`src/rtl/epw_pkg.sv`:
```
package epw_pkg;

  typedef enum logic [2:0] {
    ST_IDLE,
    ST_LOAD,
    ST_SETUP,
    ST_PULSE,
    ST_HOLD,
    ST_READ,
    ST_GAP
  } epw_state_e;

  localparam logic POLL_DATA   = 1'b0;
  localparam logic POLL_TOGGLE = 1'b1;

  localparam logic [15:0] UNLK_ADDR_HI = 16'h5555;
  localparam logic [15:0] UNLK_ADDR_LO = 16'h2AAA;
  localparam logic [7:0]  UNLK_D0      = 8'hAA;
  localparam logic [7:0]  UNLK_D1      = 8'h55;
  localparam logic [7:0]  UNLK_D2      = 8'hA0;

  // ceil(ns / clk_ns), never less than one cycle
  function automatic int unsigned ns_to_cyc(input int unsigned ns, input int unsigned clk_ns);
    int unsigned c;
    c = (ns + clk_ns - 1) / clk_ns;
    return (c == 0) ? 1 : c;
  endfunction

  function automatic int unsigned max2(input int unsigned a, input int unsigned b);
    return (a > b) ? a : b;
  endfunction

endpackage

```
`src/rtl/epw_phase_timer.sv`:
```
module epw_phase_timer #(
  parameter int unsigned CNT_W = 4
) (
  input  logic             clk_i,
  input  logic             rst_ni,
  input  logic             load_i,
  input  logic [CNT_W-1:0] load_val_i,
  output logic             zero_o
);

  logic [CNT_W-1:0] cnt_q;

  always_ff @(posedge clk_i or negedge rst_ni) begin
    if (!rst_ni)            cnt_q <= '0;
    else if (load_i)        cnt_q <= load_val_i;
    else if (cnt_q != '0)   cnt_q <= cnt_q - 1'b1;
  end

  assign zero_o = (cnt_q == '0);

  assert_timer_idle_stays_R4: assert property (@(posedge clk_i) disable iff (!rst_ni)
    (zero_o && !load_i) |=> zero_o);

endmodule

```
`src/rtl/epw_watchdog.sv`:
```
module epw_watchdog #(
  parameter int unsigned LIMIT = 1000
) (
  input  logic clk_i,
  input  logic rst_ni,
  input  logic clear_i,
  input  logic run_i,
  output logic expired_o
);

  localparam int unsigned CW = $clog2(LIMIT + 1);

  logic [CW-1:0] cnt_q;

  assign expired_o = (cnt_q == CW'(LIMIT));

  always_ff @(posedge clk_i or negedge rst_ni) begin
    if (!rst_ni)                  cnt_q <= '0;
    else if (clear_i)             cnt_q <= '0;
    else if (run_i && !expired_o) cnt_q <= cnt_q + 1'b1;
  end

  assert_wd_no_wrap_R10: assert property (@(posedge clk_i) disable iff (!rst_ni)
    (expired_o && !clear_i) |=> expired_o);

endmodule

```
`src/rtl/epw_poll_check.sv`:
```
module epw_poll_check #(
  parameter int unsigned DATA_W = 8
) (
  input  logic              clk_i,
  input  logic              rst_ni,
  input  logic              clear_i,
  input  logic              sample_i,
  input  logic              mode_i,
  input  logic [DATA_W-1:0] dq_i,
  input  logic              ref_msb_i,
  output logic              ready_o
);

  import epw_pkg::*;

  logic have_q, prev_q, ready_q;

  always_ff @(posedge clk_i or negedge rst_ni) begin
    if (!rst_ni) begin
      have_q  <= 1'b0;
      prev_q  <= 1'b0;
      ready_q <= 1'b0;
    end else if (clear_i) begin
      have_q  <= 1'b0;
      prev_q  <= 1'b0;
      ready_q <= 1'b0;
    end else if (sample_i) begin
      if (mode_i == POLL_DATA) begin
        ready_q <= (dq_i[DATA_W-1] == ref_msb_i);
      end else begin
        if (have_q) ready_q <= (dq_i[DATA_W-2] == prev_q);
        prev_q <= dq_i[DATA_W-2];
        have_q <= 1'b1;
      end
    end
  end

  assign ready_o = ready_q;

  // toggle completion needs a read before the deciding one
  assert_toggle_two_reads_R8: assert property (@(posedge clk_i) disable iff (!rst_ni)
    ($rose(ready_o) && mode_i == POLL_TOGGLE) |-> $past(have_q));

endmodule

```
`src/rtl/eeprom_page_writer.sv`:
```
module eeprom_page_writer
  import epw_pkg::*;
#(
  parameter int unsigned ADDR_W        = 15,
  parameter int unsigned DATA_W        = 8,
  parameter int unsigned PAGE_BYTES    = 128,
  parameter int unsigned CLK_NS        = 20,
  parameter int unsigned T_SETUP_NS    = 50,
  parameter int unsigned T_WP_NS       = 50,
  parameter int unsigned T_WPH_NS      = 50,
  parameter int unsigned T_ACC_NS      = 150,
  parameter int unsigned T_OFF_NS      = 50,
  parameter int unsigned T_BLC_NS      = 100_000,
  parameter int unsigned TWC_NS        = 10_000_000,
  parameter int unsigned TMO_MARGIN_NS = 1_000_000
) (
  input  logic                                   clk_i,
  input  logic                                   rst_ni,
  input  logic                                   start_i,
  input  logic                                   unlock_i,
  input  logic                                   poll_mode_i,
  input  logic [ADDR_W-$clog2(PAGE_BYTES)-1:0]   page_i,
  input  logic [$clog2(PAGE_BYTES+1)-1:0]        count_i,
  output logic [$clog2(PAGE_BYTES)-1:0]          buf_idx_o,
  input  logic [DATA_W-1:0]                      buf_data_i,
  output logic                                   mem_ce_no,
  output logic                                   mem_we_no,
  output logic                                   mem_oe_no,
  output logic [ADDR_W-1:0]                      mem_addr_o,
  output logic [DATA_W-1:0]                      mem_dq_o,
  output logic                                   mem_dq_oe_o,
  input  logic [DATA_W-1:0]                      mem_dq_i,
  output logic                                   busy_o,
  output logic                                   done_o,
  output logic                                   err_o
);

  localparam int unsigned OFF_W     = $clog2(PAGE_BYTES);
  localparam int unsigned PAGE_W    = ADDR_W - OFF_W;
  localparam int unsigned CNT_W     = $clog2(PAGE_BYTES + 1);
  localparam int unsigned SETUP_CYC = ns_to_cyc(T_SETUP_NS, CLK_NS);
  localparam int unsigned PULSE_CYC = ns_to_cyc(T_WP_NS, CLK_NS);
  localparam int unsigned HOLD_CYC  = ns_to_cyc(T_WPH_NS, CLK_NS);
  localparam int unsigned READ_CYC  = ns_to_cyc(T_ACC_NS, CLK_NS);
  localparam int unsigned GAP_CYC   = ns_to_cyc(T_OFF_NS, CLK_NS);
  localparam int unsigned BLC_CYC   = ns_to_cyc(T_BLC_NS, CLK_NS);
  localparam int unsigned TMO_CYC   = ns_to_cyc(TWC_NS + TMO_MARGIN_NS, CLK_NS);
  localparam int unsigned TMR_MAX   = max2(max2(SETUP_CYC, PULSE_CYC),
                                           max2(HOLD_CYC, max2(READ_CYC, GAP_CYC)));
  localparam int unsigned TMR_W     = $clog2(TMR_MAX + 1);
  localparam int unsigned LOW_W     = $clog2(PULSE_CYC + 2);
  localparam int unsigned GAPC_W    = $clog2(BLC_CYC + 1);

  epw_state_e             state_q, state_d;
  logic [PAGE_W-1:0]      page_q;
  logic [CNT_W-1:0]       left_q;
  logic [1:0]             pfx_q;
  logic [OFF_W-1:0]       idx_q;
  logic [ADDR_W-1:0]      addr_q;
  logic [DATA_W-1:0]      data_q;
  logic                   mode_q, is_data_q;
  logic                   done_q, err_q, done_d, err_d;
  logic                   tmr_load, tmr_zero;
  logic [TMR_W-1:0]       tmr_val;
  logic                   poll_ready, wd_expired, accept;

  assign accept = (state_q == ST_IDLE) && start_i;

  epw_phase_timer #(.CNT_W(TMR_W)) u_timer (
    .clk_i      (clk_i),
    .rst_ni     (rst_ni),
    .load_i     (tmr_load),
    .load_val_i (tmr_val),
    .zero_o     (tmr_zero)
  );

  epw_poll_check #(.DATA_W(DATA_W)) u_poll (
    .clk_i     (clk_i),
    .rst_ni    (rst_ni),
    .clear_i   (accept),
    .sample_i  (state_q == ST_READ && tmr_zero),
    .mode_i    (mode_q),
    .dq_i      (mem_dq_i),
    .ref_msb_i (data_q[DATA_W-1]),
    .ready_o   (poll_ready)
  );

  epw_watchdog #(.LIMIT(TMO_CYC)) u_wd (
    .clk_i     (clk_i),
    .rst_ni    (rst_ni),
    .clear_i   (state_q == ST_IDLE),
    .run_i     (state_q == ST_READ || state_q == ST_GAP),
    .expired_o (wd_expired)
  );

  always_comb begin
    state_d  = state_q;
    tmr_load = 1'b0;
    tmr_val  = '0;
    done_d   = 1'b0;
    err_d    = 1'b0;
    unique case (state_q)
      ST_IDLE:  if (start_i) state_d = ST_LOAD;
      ST_LOAD: begin
        state_d  = ST_SETUP;
        tmr_load = 1'b1;
        tmr_val  = TMR_W'(SETUP_CYC - 1);
      end
      ST_SETUP: if (tmr_zero) begin
        state_d  = ST_PULSE;
        tmr_load = 1'b1;
        tmr_val  = TMR_W'(PULSE_CYC - 1);
      end
      ST_PULSE: if (tmr_zero) begin
        state_d  = ST_HOLD;
        tmr_load = 1'b1;
        tmr_val  = TMR_W'(HOLD_CYC - 1);
      end
      ST_HOLD: if (tmr_zero) begin
        if (pfx_q != '0 || left_q != '0) begin
          state_d = ST_LOAD;
        end else begin
          state_d  = ST_READ;
          tmr_load = 1'b1;
          tmr_val  = TMR_W'(READ_CYC - 1);
        end
      end
      ST_READ: begin
        if (wd_expired) begin
          state_d = ST_IDLE;
          err_d   = 1'b1;
        end else if (tmr_zero) begin
          state_d  = ST_GAP;
          tmr_load = 1'b1;
          tmr_val  = TMR_W'(GAP_CYC - 1);
        end
      end
      ST_GAP: begin
        if (tmr_zero && poll_ready) begin
          state_d = ST_IDLE;
          done_d  = 1'b1;
        end else if (wd_expired) begin
          state_d = ST_IDLE;
          err_d   = 1'b1;
        end else if (tmr_zero) begin
          state_d  = ST_READ;
          tmr_load = 1'b1;
          tmr_val  = TMR_W'(READ_CYC - 1);
        end
      end
      default: state_d = ST_IDLE;
    endcase
  end

  always_ff @(posedge clk_i or negedge rst_ni) begin
    if (!rst_ni) begin
      state_q   <= ST_IDLE;
      page_q    <= '0;
      left_q    <= '0;
      pfx_q     <= '0;
      idx_q     <= '0;
      addr_q    <= '0;
      data_q    <= '0;
      mode_q    <= POLL_DATA;
      is_data_q <= 1'b0;
      done_q    <= 1'b0;
      err_q     <= 1'b0;
    end else begin
      state_q <= state_d;
      done_q  <= done_d;
      err_q   <= err_d;
      if (accept) begin
        page_q <= page_i;
        left_q <= count_i;
        pfx_q  <= unlock_i ? 2'd3 : 2'd0;
        idx_q  <= '0;
        mode_q <= poll_mode_i;
      end else if (state_q == ST_LOAD) begin
        if (pfx_q != '0) begin
          is_data_q <= 1'b0;
          pfx_q     <= pfx_q - 1'b1;
          unique case (pfx_q)
            2'd3:    begin addr_q <= ADDR_W'(UNLK_ADDR_HI); data_q <= DATA_W'(UNLK_D0); end
            2'd2:    begin addr_q <= ADDR_W'(UNLK_ADDR_LO); data_q <= DATA_W'(UNLK_D1); end
            default: begin addr_q <= ADDR_W'(UNLK_ADDR_HI); data_q <= DATA_W'(UNLK_D2); end
          endcase
        end else begin
          is_data_q <= 1'b1;
          addr_q    <= {page_q, idx_q};
          data_q    <= buf_data_i;
          idx_q     <= idx_q + 1'b1;
          left_q    <= left_q - 1'b1;
        end
      end
    end
  end

  assign buf_idx_o   = idx_q;
  assign mem_ce_no   = (state_q == ST_IDLE);
  assign mem_we_no   = (state_q != ST_PULSE);
  assign mem_oe_no   = (state_q != ST_READ);
  assign mem_dq_oe_o = (state_q == ST_LOAD) || (state_q == ST_SETUP) ||
                       (state_q == ST_PULSE) || (state_q == ST_HOLD);
  assign mem_addr_o  = addr_q;
  assign mem_dq_o    = data_q;
  assign busy_o      = (state_q != ST_IDLE);
  assign done_o      = done_q;
  assign err_o       = err_q;

  // checker support: width of the current write pulse, spacing of falls
  logic [LOW_W-1:0]  low_cnt_q;
  logic [GAPC_W-1:0] gap_cnt_q;
  logic              gap_vld_q, we_prev_q;

  always_ff @(posedge clk_i or negedge rst_ni) begin
    if (!rst_ni) begin
      low_cnt_q <= '0;
      gap_cnt_q <= '0;
      gap_vld_q <= 1'b0;
      we_prev_q <= 1'b1;
    end else begin
      we_prev_q <= mem_we_no;
      if (mem_we_no)                              low_cnt_q <= '0;
      else if (low_cnt_q != LOW_W'(PULSE_CYC + 1)) low_cnt_q <= low_cnt_q + 1'b1;
      if (state_q == ST_IDLE) begin
        gap_vld_q <= 1'b0;
        gap_cnt_q <= '0;
      end else if (we_prev_q && !mem_we_no) begin
        gap_vld_q <= 1'b1;
        gap_cnt_q <= GAPC_W'(1);
      end else if (gap_cnt_q != GAPC_W'(BLC_CYC)) begin
        gap_cnt_q <= gap_cnt_q + 1'b1;
      end
    end
  end

  assert_strobe_excl_R6: assert property (@(posedge clk_i) disable iff (!rst_ni)
    !(!mem_we_no && !mem_oe_no));

  assert_bus_release_R6: assert property (@(posedge clk_i) disable iff (!rst_ni)
    !mem_oe_no |-> (!mem_dq_oe_o && !mem_ce_no));

  assert_we_stable_R4: assert property (@(posedge clk_i) disable iff (!rst_ni)
    (!mem_we_no && $past(!mem_we_no)) |-> ($stable(mem_addr_o) && $stable(mem_dq_o)));

  assert_we_width_R4: assert property (@(posedge clk_i) disable iff (!rst_ni)
    $rose(mem_we_no) |-> (low_cnt_q >= LOW_W'(PULSE_CYC)));

  assert_page_fixed_R2: assert property (@(posedge clk_i) disable iff (!rst_ni)
    (!mem_we_no && is_data_q) |-> (mem_addr_o[ADDR_W-1:OFF_W] == page_q));

  assert_load_window_R5: assert property (@(posedge clk_i) disable iff (!rst_ni)
    ($fell(mem_we_no) && gap_vld_q) |-> (gap_cnt_q < GAPC_W'(BLC_CYC)));

  assert_done_err_excl_R10: assert property (@(posedge clk_i) disable iff (!rst_ni)
    !(done_o && err_o));

  assert_start_ignored_R11: assert property (@(posedge clk_i) disable iff (!rst_ni)
    (busy_o && !$past(state_q == ST_IDLE)) |-> ($stable(page_q) && $stable(mode_q)));

endmodule

```
`config.mk`:
```
export PLATFORM = sky130hd
export DESIGN_NAME = eeprom_page_writer
export DESIGN_NICKNAME = d
export VERILOG_FILES = /design/src/rtl/epw_pkg.sv /design/src/rtl/epw_phase_timer.sv /design/src/rtl/epw_watchdog.sv /design/src/rtl/epw_poll_check.sv /design/src/rtl/eeprom_page_writer.sv
export SDC_FILE = /design/constraint.sdc
export NUM_CORES = 1
export LEC_CHECK = 0
export BUFFER_PORTS_ARGS = -buffer_cell sky130_fd_sc_hd__buf_2
export CAP_MARGIN = 15
export CORE_MARGIN = 2
export CORE_UTILIZATION = 51
export CTS_CLUSTER_DIAMETER = 40
export DETAILED_ROUTE_END_ITERATION = 8
export PLACE_DENSITY = 0.76
export SYNTH_ARGS = -nofsm -noshare
export SYNTH_HDL_FRONTEND = slang
export SYNTH_HIERARCHICAL = 1
export SYNTH_SLANG_ARGS = --single-unit
```
`constraint.sdc`:
```
create_clock -name clk_i -period 2.6 [get_ports clk_i]
set_input_delay 0.13 -clock clk_i [delete_from_list [all_inputs] [get_ports clk_i]]
set_output_delay 0.13 -clock clk_i [all_outputs]
set_load 0.005 [all_outputs]
```
==> impl_metrics.toml, run 1 <==
[outcome]
status = "completed"

[route]
wl_met2_microns = 4440
vias = 3632
drt_pass1_iterations = 4
drc = 0
wl_per_cell_microns = 14.3
wl_met1_microns = 4470
wl_met3_microns = 403
vias_per_cell = 5.49
routed.top_layer = "met4"
drt_iter0_markers = 125
ant_nets = 0
drt_wl_total_microns = 9470

[synth]
synthSimpleGateAreaFrac_pct = 24.7
synth_ff_type = "dfrtp_1"
ys_seq_area_share_pct = 47.7
synthCells = 467
synth.distinct_cells = 59
yosys_warnings = 6
muxShareOfSynthArea_pct = 2.56
synth_fa_ha_area_share_pct = 3.18
synth-xor-area-share_pct = 3.71
netlist_area_sq_um = 4250
synth-compound-area-share_pct = 13.9
async_flop_share_pct = 100
syn_area_per_cell_sq_um = 9.11
synth-seq-cells = 81
synth_top_family_by_area = "simple AND/OR/NAND/NOR gates"
syn_nets = 514
synth_edf_count = 0

[clocking]
clk_pin_slew_ps = 90
clock_sinks = 81
clk_latency_ps = 360
cts_tree = "yes"
cts-root-buf = "clkbuf_8"
cts.path.max_buffers = 2
cts_setup_buffers = 0
numCtsBuffers = 9
cts_max_level = 3

[place]
place_area_sq_um = 4750
port_buffers = 67
dp_hpwl_microns = 6510
place_congestion = 0.851

[die]
num_rows = 33
io_pins = 74
die_x_microns = 95.3
die_h_microns = 95.3
core_sq_um = 8130
dieArea_sq_um = 9080
start_util_pct = 52.3

[critical_path]
cp.required_ps = 2890
arrival_ps = 2730
critPathLaunchType = "flop"
path_class = "reg2reg"
end_kind = "flop"
r2r-start = "u_wd/cnt_q[3]"
reg2reg_depth = 8
r2r_setup_slack_ps = 160
crit_start = "u_wd/cnt_q[3]"
cp-endpoint = "u_timer/cnt_q[3]"
r2r_end = "u_timer/cnt_q[3]"
path_max_fanout = 9

[timing]
rsz0062_at_grt = "no"
worst_pin_slew_ps = 1010
finalCriticalPeriod_ps = 2440
setup_viol = 0
tns_ps = 0
period_share_pct = 93.8
drv_slew = 0
hold_violations = 0
fmax_mhz = 410
maxSlewHeadroom_pct = 32.5
skew_ps = 10.5

[power_and_ir_drop]
vdd_drop_max_mv = 0.650
power.density_nw_per_um2 = 1010
power_leakage_uw = 0.00239

[grt]
antenna_found_initial = 0
grt_pass1_vias = 3326
grt_max_degree = 82
overflow = 0
gr-usage-all-layers_pct = 22.1
grt_pass1_wl_microns = 15600

[final_layout]
syn_to_final_growth_pct = 20.0
num-nets-final = 599
design_area_sq_um = 5100
layout-drive-gt1-share_pct = 21.4
n_antenna_cell = 0
final_util_pct = 62.7
fillers = 673

[job]
maxCapViolations = 0

[hold_path]
hp-class = "in2reg"
[Yosys cell counts, types with 2 or more instances]
library cell	n	area share, %
a31oi_1	3	0.44
nand3b_1	2	0.35
mux2_2	6	1.6
o21a_1	2	0.35
ha_1	10	2.9
inv_1	17	1.5
o311ai_0	3	0.62
o31ai_1	6	1.1
xor2_1	11	2.3
nor2b_1	12	1.8
a21oi_1	37	4.4
mux2i_1	3	0.71
nand3_1	15	1.8
or4_1	7	1.2
nor2_1	28	2.5
buf_2	8	0.94
clkbuf_1	20	1.8
o21ai_0	32	3.8
nand2_1	81	7.1
nand4_1	7	1.0
nor3_1	8	0.94
a21o_1	3	0.53
dfrtp_1	81	48
o211ai_1	3	0.53
nand2b_1	6	0.88
or3_1	6	0.88
and3_1	3	0.44
and2_1	3	0.44
nor4_1	3	0.44
nand4bb_1	2	0.53
a211oi_1	2	0.35
xnor2_1	7	1.4
o22ai_1	2	0.29
and4_1	3	0.62
[timing repair]
item | CTS | global route
hold buffers | 16 | 0
endpoints found under the hold margin | 89 | 0
gates resized for setup | 1 | 2
pin swaps | 0 | 2
setup endpoints to repair | 1 | 3
gates cloned | 0 | 0
[placed cells by master, fill, tap and decap left out, drive strengths merged, types with 3 or more instances in the layout]
cell type / instances
nor4: 5
or3: 7
ha: 10
nor2: 28
o311ai: 3
nand3: 16
o31ai: 6
xnor2: 7
a31oi: 3
a21o: 3
nor2b: 12
buf: 87
dlygate4sd3: 16
and2: 3
dfrtp: 81
a21oi: 37
xor2: 11
o21ai: 34
nand2b: 6
and4: 3
inv: 19
and3: 3
nand2: 81
mux2i: 3
o211ai: 3
nor3: 8
clkbuf: 10
nand4: 7
mux2: 7
or4: 8
[stage by stage]
step / hold slack, ps / instances / setup slack [ps] / total power [uW]
2_1_floorplan: -166 / 467 / 63.4 / 3530
3_3_place_gp: 321 / 630 / 103 / 4160
3_5_place_dp: 329 / 630 / 14.5 / 4270
4_1_cts: 36.1 / 662 / 103 / 5150
5_1_grt: 23.7 / 662 / 17.9 / 5600
6_report: 40.1 / 662 / 160 / 5130
[worst min-delay path by stage]
stage,to,start,slack (ps),cells past startpoint
2_1_floorplan,buf_idx_o[0],rst_ni,-170,0
3_3_place_gp,page_q[1],page_i[1],320,3
3_5_place_dp,page_q[1],page_i[1],330,3
4_1_cts,left_q[2],count_i[2],40,3
5_1_grt,left_q[2],count_i[2],20,3
6_report,left_q[2],count_i[2],40,3
[power by group]
part	total [uW]	leakage, uW	internal [uW]	switching (uW)
registers	2040	0.00105	1690	347
logic	2250	0.00126	988	1260
clock network	842	0.0000835	357	486
total	5130	0.00239	3040	2090
[kinds of logic after synthesis]
kind of cell    count (synthesis)
fa+ha+maj                      11
xor+xnor                       18
buf+inv                        46
other cells                     1
mux                            10
simple gates                  199
flops                          81
compound gates                101
[state kept, by name, summed over array words and instances (netlist names)]
| signal | flops |
|---|---|
| u_poll/prev_q | 1 |
| buf_idx_o | 7 |
| u_poll/have_q | 1 |
| state_q | 3 |
| mem_dq_o | 8 |
| left_q | 8 |
| u_timer/cnt_q | 4 |
| err_o | 1 |
| pfx_q | 2 |
| page_q | 8 |
| u_poll/ready_o | 1 |
| done_o | 1 |
| u_wd/cnt_q | 20 |
| mem_addr_o | 15 |
| mode_q | 1 |
[worst max-delay path, cell delays in order, from the launching register on]
cell	delay, ps
dfrtp_1	380
or4_4	540
nor4_4	290
and2_1	210
a211oi_1	50
a31oi_1	280
o221ai_2	240
nor3b_1	250
a221o_1	140
[layer usage]
layer / track usage (%) / vias to the layer above
li1: - / 1795
met1: 30.3 / 1740
met2: 35.4 / 83
met3: 3.16 / 14
met4: 9.06 / 0
met5: 0 / -
[layout make-up]
cell class | count | area (sq um) | share of cell area (%)
Clock buffer | 10 | 128 | 2.50
Clock inverter | 6 | 50.0 | 0.981
Inverter | 17 | 63.8 | 1.25
Multi-Input combinational cell | 340 | 2050 | 40.3
Sequential cell | 81 | 2030 | 39.7
Tap cell | 105 | 131 | 2.57
Timing Repair Buffer | 103 | 648 | 12.7
Note: power is estimated with default switching activity, not from simulation.
==> run 2, diff against run 1 <==
- CORE_UTILIZATION: 51 -> 35
- PLACE_DENSITY: 0.76 -> 0.55
==> run 2 against run 1 <==
Via count is 2.5% lower. Sequential power hardly changed. Total power is 9.1% higher. Cell count is 6.5% higher. Clock power is 51% higher. Non-clock buffer count is 1 higher. Maximum frequency is 0.94% lower. Critical path type unchanged. Critical endpoint is now u_wd/cnt_q[16]. Highest routed layer unchanged.
==> impl_metrics.toml, run 2 (synthesis results as in run 1) <==
[outcome]
status = "completed"

[die]
core_sq_um = 11900
io_pins = 74
start_util_pct = 35.7
die_h_microns = 114
num_rows = 40
dieArea_sq_um = 13000
die_x_microns = 114

[final_layout]
largest_register_ffs = 20
largest-register = "u_wd/cnt_q"
syn_to_final_growth_pct = 24.4
design_area_sq_um = 5290
layout-drive-gt1-share_pct = 22.2
final_cell_mix = "nand2_1 (81), dfrtp_1 (81), buf_2 (66), a21oi_1 (37), o21ai_0 (32)"
num-nets-final = 600
n_antenna_cell = 0
final_cells = 705

[route]
drt_iter0_markers = 137
vias = 3543
vias_per_cell = 5.03
wl_per_cell_microns = 14.0
drt_pass1_iterations = 4
drc = 0
drt_wl_total_microns = 9850
ant_nets = 0

[timing]
period_share_pct = 94.7
setup_viol = 0
worst_pin_slew_ps = 594
skew_ps = 6.58
drv_slew = 0
tns_ps = 0
hold_violations = 0
fmax_mhz = 406
finalCriticalPeriod_ps = 2460
maxSlewHeadroom_pct = 60.4
hold_slack_ps = 8.06

[critical_path]
cp.required_ps = 2820
path_class = "reg2reg"
path_max_fanout = 6
end_kind = "flop"
arrival_ps = 2690
critPathLaunchType = "flop"

[clocking]
numCtsBuffers = 9
clk_latency_ps = 340
cts_tree = "yes"
cts-root-buf = "clkbuf_16"
clock_sinks = 81
clk_pin_slew_ps = 60
cts_max_level = 3
cts.path.max_buffers = 2

[place]
dp_hpwl_microns = 6750
port_buffers = 67
placed_cells = 675
place_congestion = 0.803
place_area_sq_um = 4830

[power_and_ir_drop]
power.density_nw_per_um2 = 1060
total_power_uw = 5600
power_leakage_uw = 0.00246
vdd_drop_max_mv = 0.576

[grt]
antenna_found_initial = 0
overflow = 0
gr-usage-all-layers_pct = 16.1
grt_max_degree = 82
grt_pass1_wl_microns = 16700
grt_pass1_vias = 3481

[hold_path]
hp-class = "in2reg"

[job]
maxCapViolations = 0
[run 2: what timing repair did]
action                                 4_1_cts  5_1_grt
gates resized for setup                      0        2
endpoints found under the hold margin       10       29
buffers inserted                             0        1
setup endpoints to repair                    0        4
hold buffers                                10        2
[run 2: power breakdown]
part           internal (uW)  total (uW)  switching (uW)  leakage (uW)
sequential              1690        2050             359       0.00105
combinational           1010        2280            1260       0.00127
clock                    766        1270             500      0.000142
[run 2: cell type report]
cell class	count	area (sq um)
Fill cell	1193	6620
Multi-Input combinational cell	340	2050
Sequential cell	81	2030
Timing Repair Buffer	104	666
Clock buffer	11	243
Tap cell	147	184
Inverter	17	63.8
Clock inverter	5	55.1
[run 2: metal layers]
metal / track usage, % / up-vias / share of wire, %
met4: 5.12 / 0 / 1.5
met3: 3.92 / 12 / 3.9
met2: 25.8 / 65 / 45
met5: 0 / - / 0
met1: 21.7 / 1670 / 50
li1: - / 1796 / -
[run 2: critical path: stages, from the launching register on]
cell and delay (ps):
dfrtp_1 440, nand2b_1 260, a21boi_0 280, nand2_1 140
or4_1 650, nor3_1 210, mux2_2 360
[run 2: worst paths after layout]
check / slack [ps] / end / depth (start not counted) / startpoint
max: 140 / u_wd/cnt_q[16] / 6 / state_q[1]
min reg2reg: 470 / mem_addr_o[4] / 2 / mem_addr_o[4]
max in group asynchronous: 1740 / u_wd/cnt_q[4] / 3 / rst_ni
min: 8 / left_q[7] / 3 / count_i[7]
max reg2reg: 140 / u_wd/cnt_q[16] / 6 / state_q[1]
min in group asynchronous: 260 / mem_addr_o[4] / 2 / rst_ni
[run 2: stage by stage]
step | utilization (%) | setup WS, ps
floorplan | - | 63.4
global placement | 40.5 | 91.8
detailed placement | 40.5 | 49.4
CTS | 43.9 | 35.7
global route | 44.4 | -0.383
finish | 44.4 | 137
==> run 3, diff against run 2 <==
- PLACE_DENSITY: 0.55 -> 0.53
- clock period: 2.6 -> 2.7 ns (I/O delays scaled with it)
==> run 3 against run 2 <==
Maximum frequency shrank 0.67%. Total power shrank 6.5%. Largest cell class unchanged. Sequential power shrank 4%. Flip-flop and latch count is the same. Setup slack gained 83 ps. Sequential share of layout area grew 0.79 points. Die area is the same. Largest power group unchanged. First-iteration DRC count grew 72%. Design area shrank 2.0%. Cell count shrank 1.4%.
==> impl_metrics.toml, run 3 (synthesis results as in run 1) <==
[clocking]
cts_setup_buffers = 0
clk_pin_slew_ps = 60
clk_latency_ps = 340
cts-root-buf = "clkbuf_16"
clock_sinks = 81
cts_tree = "yes"
cts_max_level = 3
numCtsBuffers = 9
cts.path.max_buffers = 2

[final_layout]
layout-drive-gt1-share_pct = 20.8
fillers = 1194
final_cells = 695
num-nets-final = 590
largest_register_ffs = 20
seqCellArea_sq_um = 2030
design_area_sq_um = 5180
syn_to_final_growth_pct = 21.9
n_antenna_cell = 0
largest-register = "u_wd/cnt_q"
final_cell_mix = "nand2_1 (81), dfrtp_1 (81), buf_2 (66), a21oi_1 (37), o21ai_0 (32)"
final_util_pct = 43.5
multi_input_area_sq_um = 2050

[route]
drt_wl_total_microns = 9760
vias_per_cell = 5.08
drt_pass1_iterations = 4
drt_iter0_markers = 236
drc = 0
ant_nets = 0
wl_per_cell_microns = 14.0
vias = 3532

[die]
core_sq_um = 11900
dieArea_sq_um = 13000
num_rows = 40
io_pins = 74
start_util_pct = 35.7
die_h_microns = 114
die_x_microns = 114

[outcome]
status = "completed"

[critical_path]
critPathLaunchType = "flop"
r2r_end = "u_timer/cnt_q[3]"
path_max_fanout = 9
cpMaxStageDelayCell = "or4_4"
r2r_setup_slack_ps = 220
crit_chain = "or4_4 -> nor4_4 -> and2_1 -> a211oi_1 -> a31oi_1 -> o221ai_2 -> nor3_1 -> a221o_1"
reg2reg_depth = 8
r2r-start = "u_wd/cnt_q[3]"
slowest_delay_ps = 560
end_kind = "flop"
cp.required_ps = 2970
path_class = "reg2reg"
arrival_ps = 2750

[grt]
grt_pass1_wl_microns = 16500
gr-usage-all-layers_pct = 15.9
antenna_found_initial = 0
grt_max_degree = 82
grt_pass1_vias = 3380
overflow = 0

[hold_path]
hp-class = "in2reg"
holdPathEnd = "left_q[1]"
whs_path_depth = 3
min_from = "count_i[1]"

[place]
placed_cells = 668
dp_hpwl_microns = 6620
port_buffers = 67
place_congestion = 0.773
place_area_sq_um = 4780

[timing]
setup_viol = 0
hold_violations = 0
period_share_pct = 91.8
hold_slack_ps = 9.60
drv_slew = 0
skew_ps = 9.43
fmax_mhz = 403
worst_pin_slew_ps = 662
maxSlewHeadroom_pct = 55.8
finalCriticalPeriod_ps = 2480

[power_and_ir_drop]
power.density_nw_per_um2 = 1010
power_leakage_uw = 0.00240
vdd_drop_max_mv = 0.423

[job]
maxCapViolations = 0
run 3: changes by cell type in the layout (fill, tap and decap cells not counted), sizes merged:
cell / previous run / this run
buf: 92 / 84
dlygate4sd3: 12 / 10
bufinv: 1 / 0
clkbuf: 11 / 12
run 3: critical path: cells and delay by family (launching register included):
family / cells / cell delay (ps)
and+or+nand+nor: 4 / 1260
AOI/OAI and AO/OA: 4 / 730
DFF: 1 / 420
run 3: report_power, final:
part / internal [uW] / switching [uW] / leakage [uW] / total (uW)
Combinational: 927 / 1200 / 0.00122 / 2130
Sequential: 1630 / 325 / 0.00105 / 1960
Clock: 649 / 502 / 0.000129 / 1150
run 3: what timing repair did:
item | 4_1_cts | 5_1_grt
endpoints found under the hold margin | 9 | 22
endpoints found under the setup margin | 0 | 4
hold buffers | 9 | 1
resized for setup | 0 | 1
run 3: metal layers:
layer,track usage [%],wire (microns),vias up
met4,6.34,153,0
met1,22.2,4970,1675
met3,3.18,329,10
li1,-,-,1782
met2,24.4,4310,65
met5,0,0,-
run 3: cell type report:
cell class              instances  share of cell area, %
repair buffers                 94                   11.3
flip-flops and latches         81                   39.1
inverters                      17                   1.23
well taps                     147                   3.55
clock inverters                 4                  0.555
clock buffers                  12                   4.75
multi-input cells             340                   39.5
run 3: worst max path at each step:
stage | to | cells after the start | from
after global placement | u_timer/cnt_q[1] | 7 | u_wd/cnt_q[3]
final | u_timer/cnt_q[3] | 8 | u_wd/cnt_q[3]
after detailed placement | u_timer/cnt_q[3] | 8 | u_wd/cnt_q[3]
after global routing | u_timer/cnt_q[3] | 8 | u_wd/cnt_q[3]
after CTS | u_timer/cnt_q[3] | 8 | u_wd/cnt_q[3]
after floorplan | u_timer/cnt_q[1] | 9 | u_wd/cnt_q[3]
run 3: stage by stage:
stage,power [uW],setup WS [ps],TNS (ps)
after detailed placement,4110,77.2,0
after global placement,4060,87.2,0
after floorplan,3400,78.1,0
final,5230,221,0
after CTS,5290,54.2,0
after global routing,5720,-2.56,-2.56
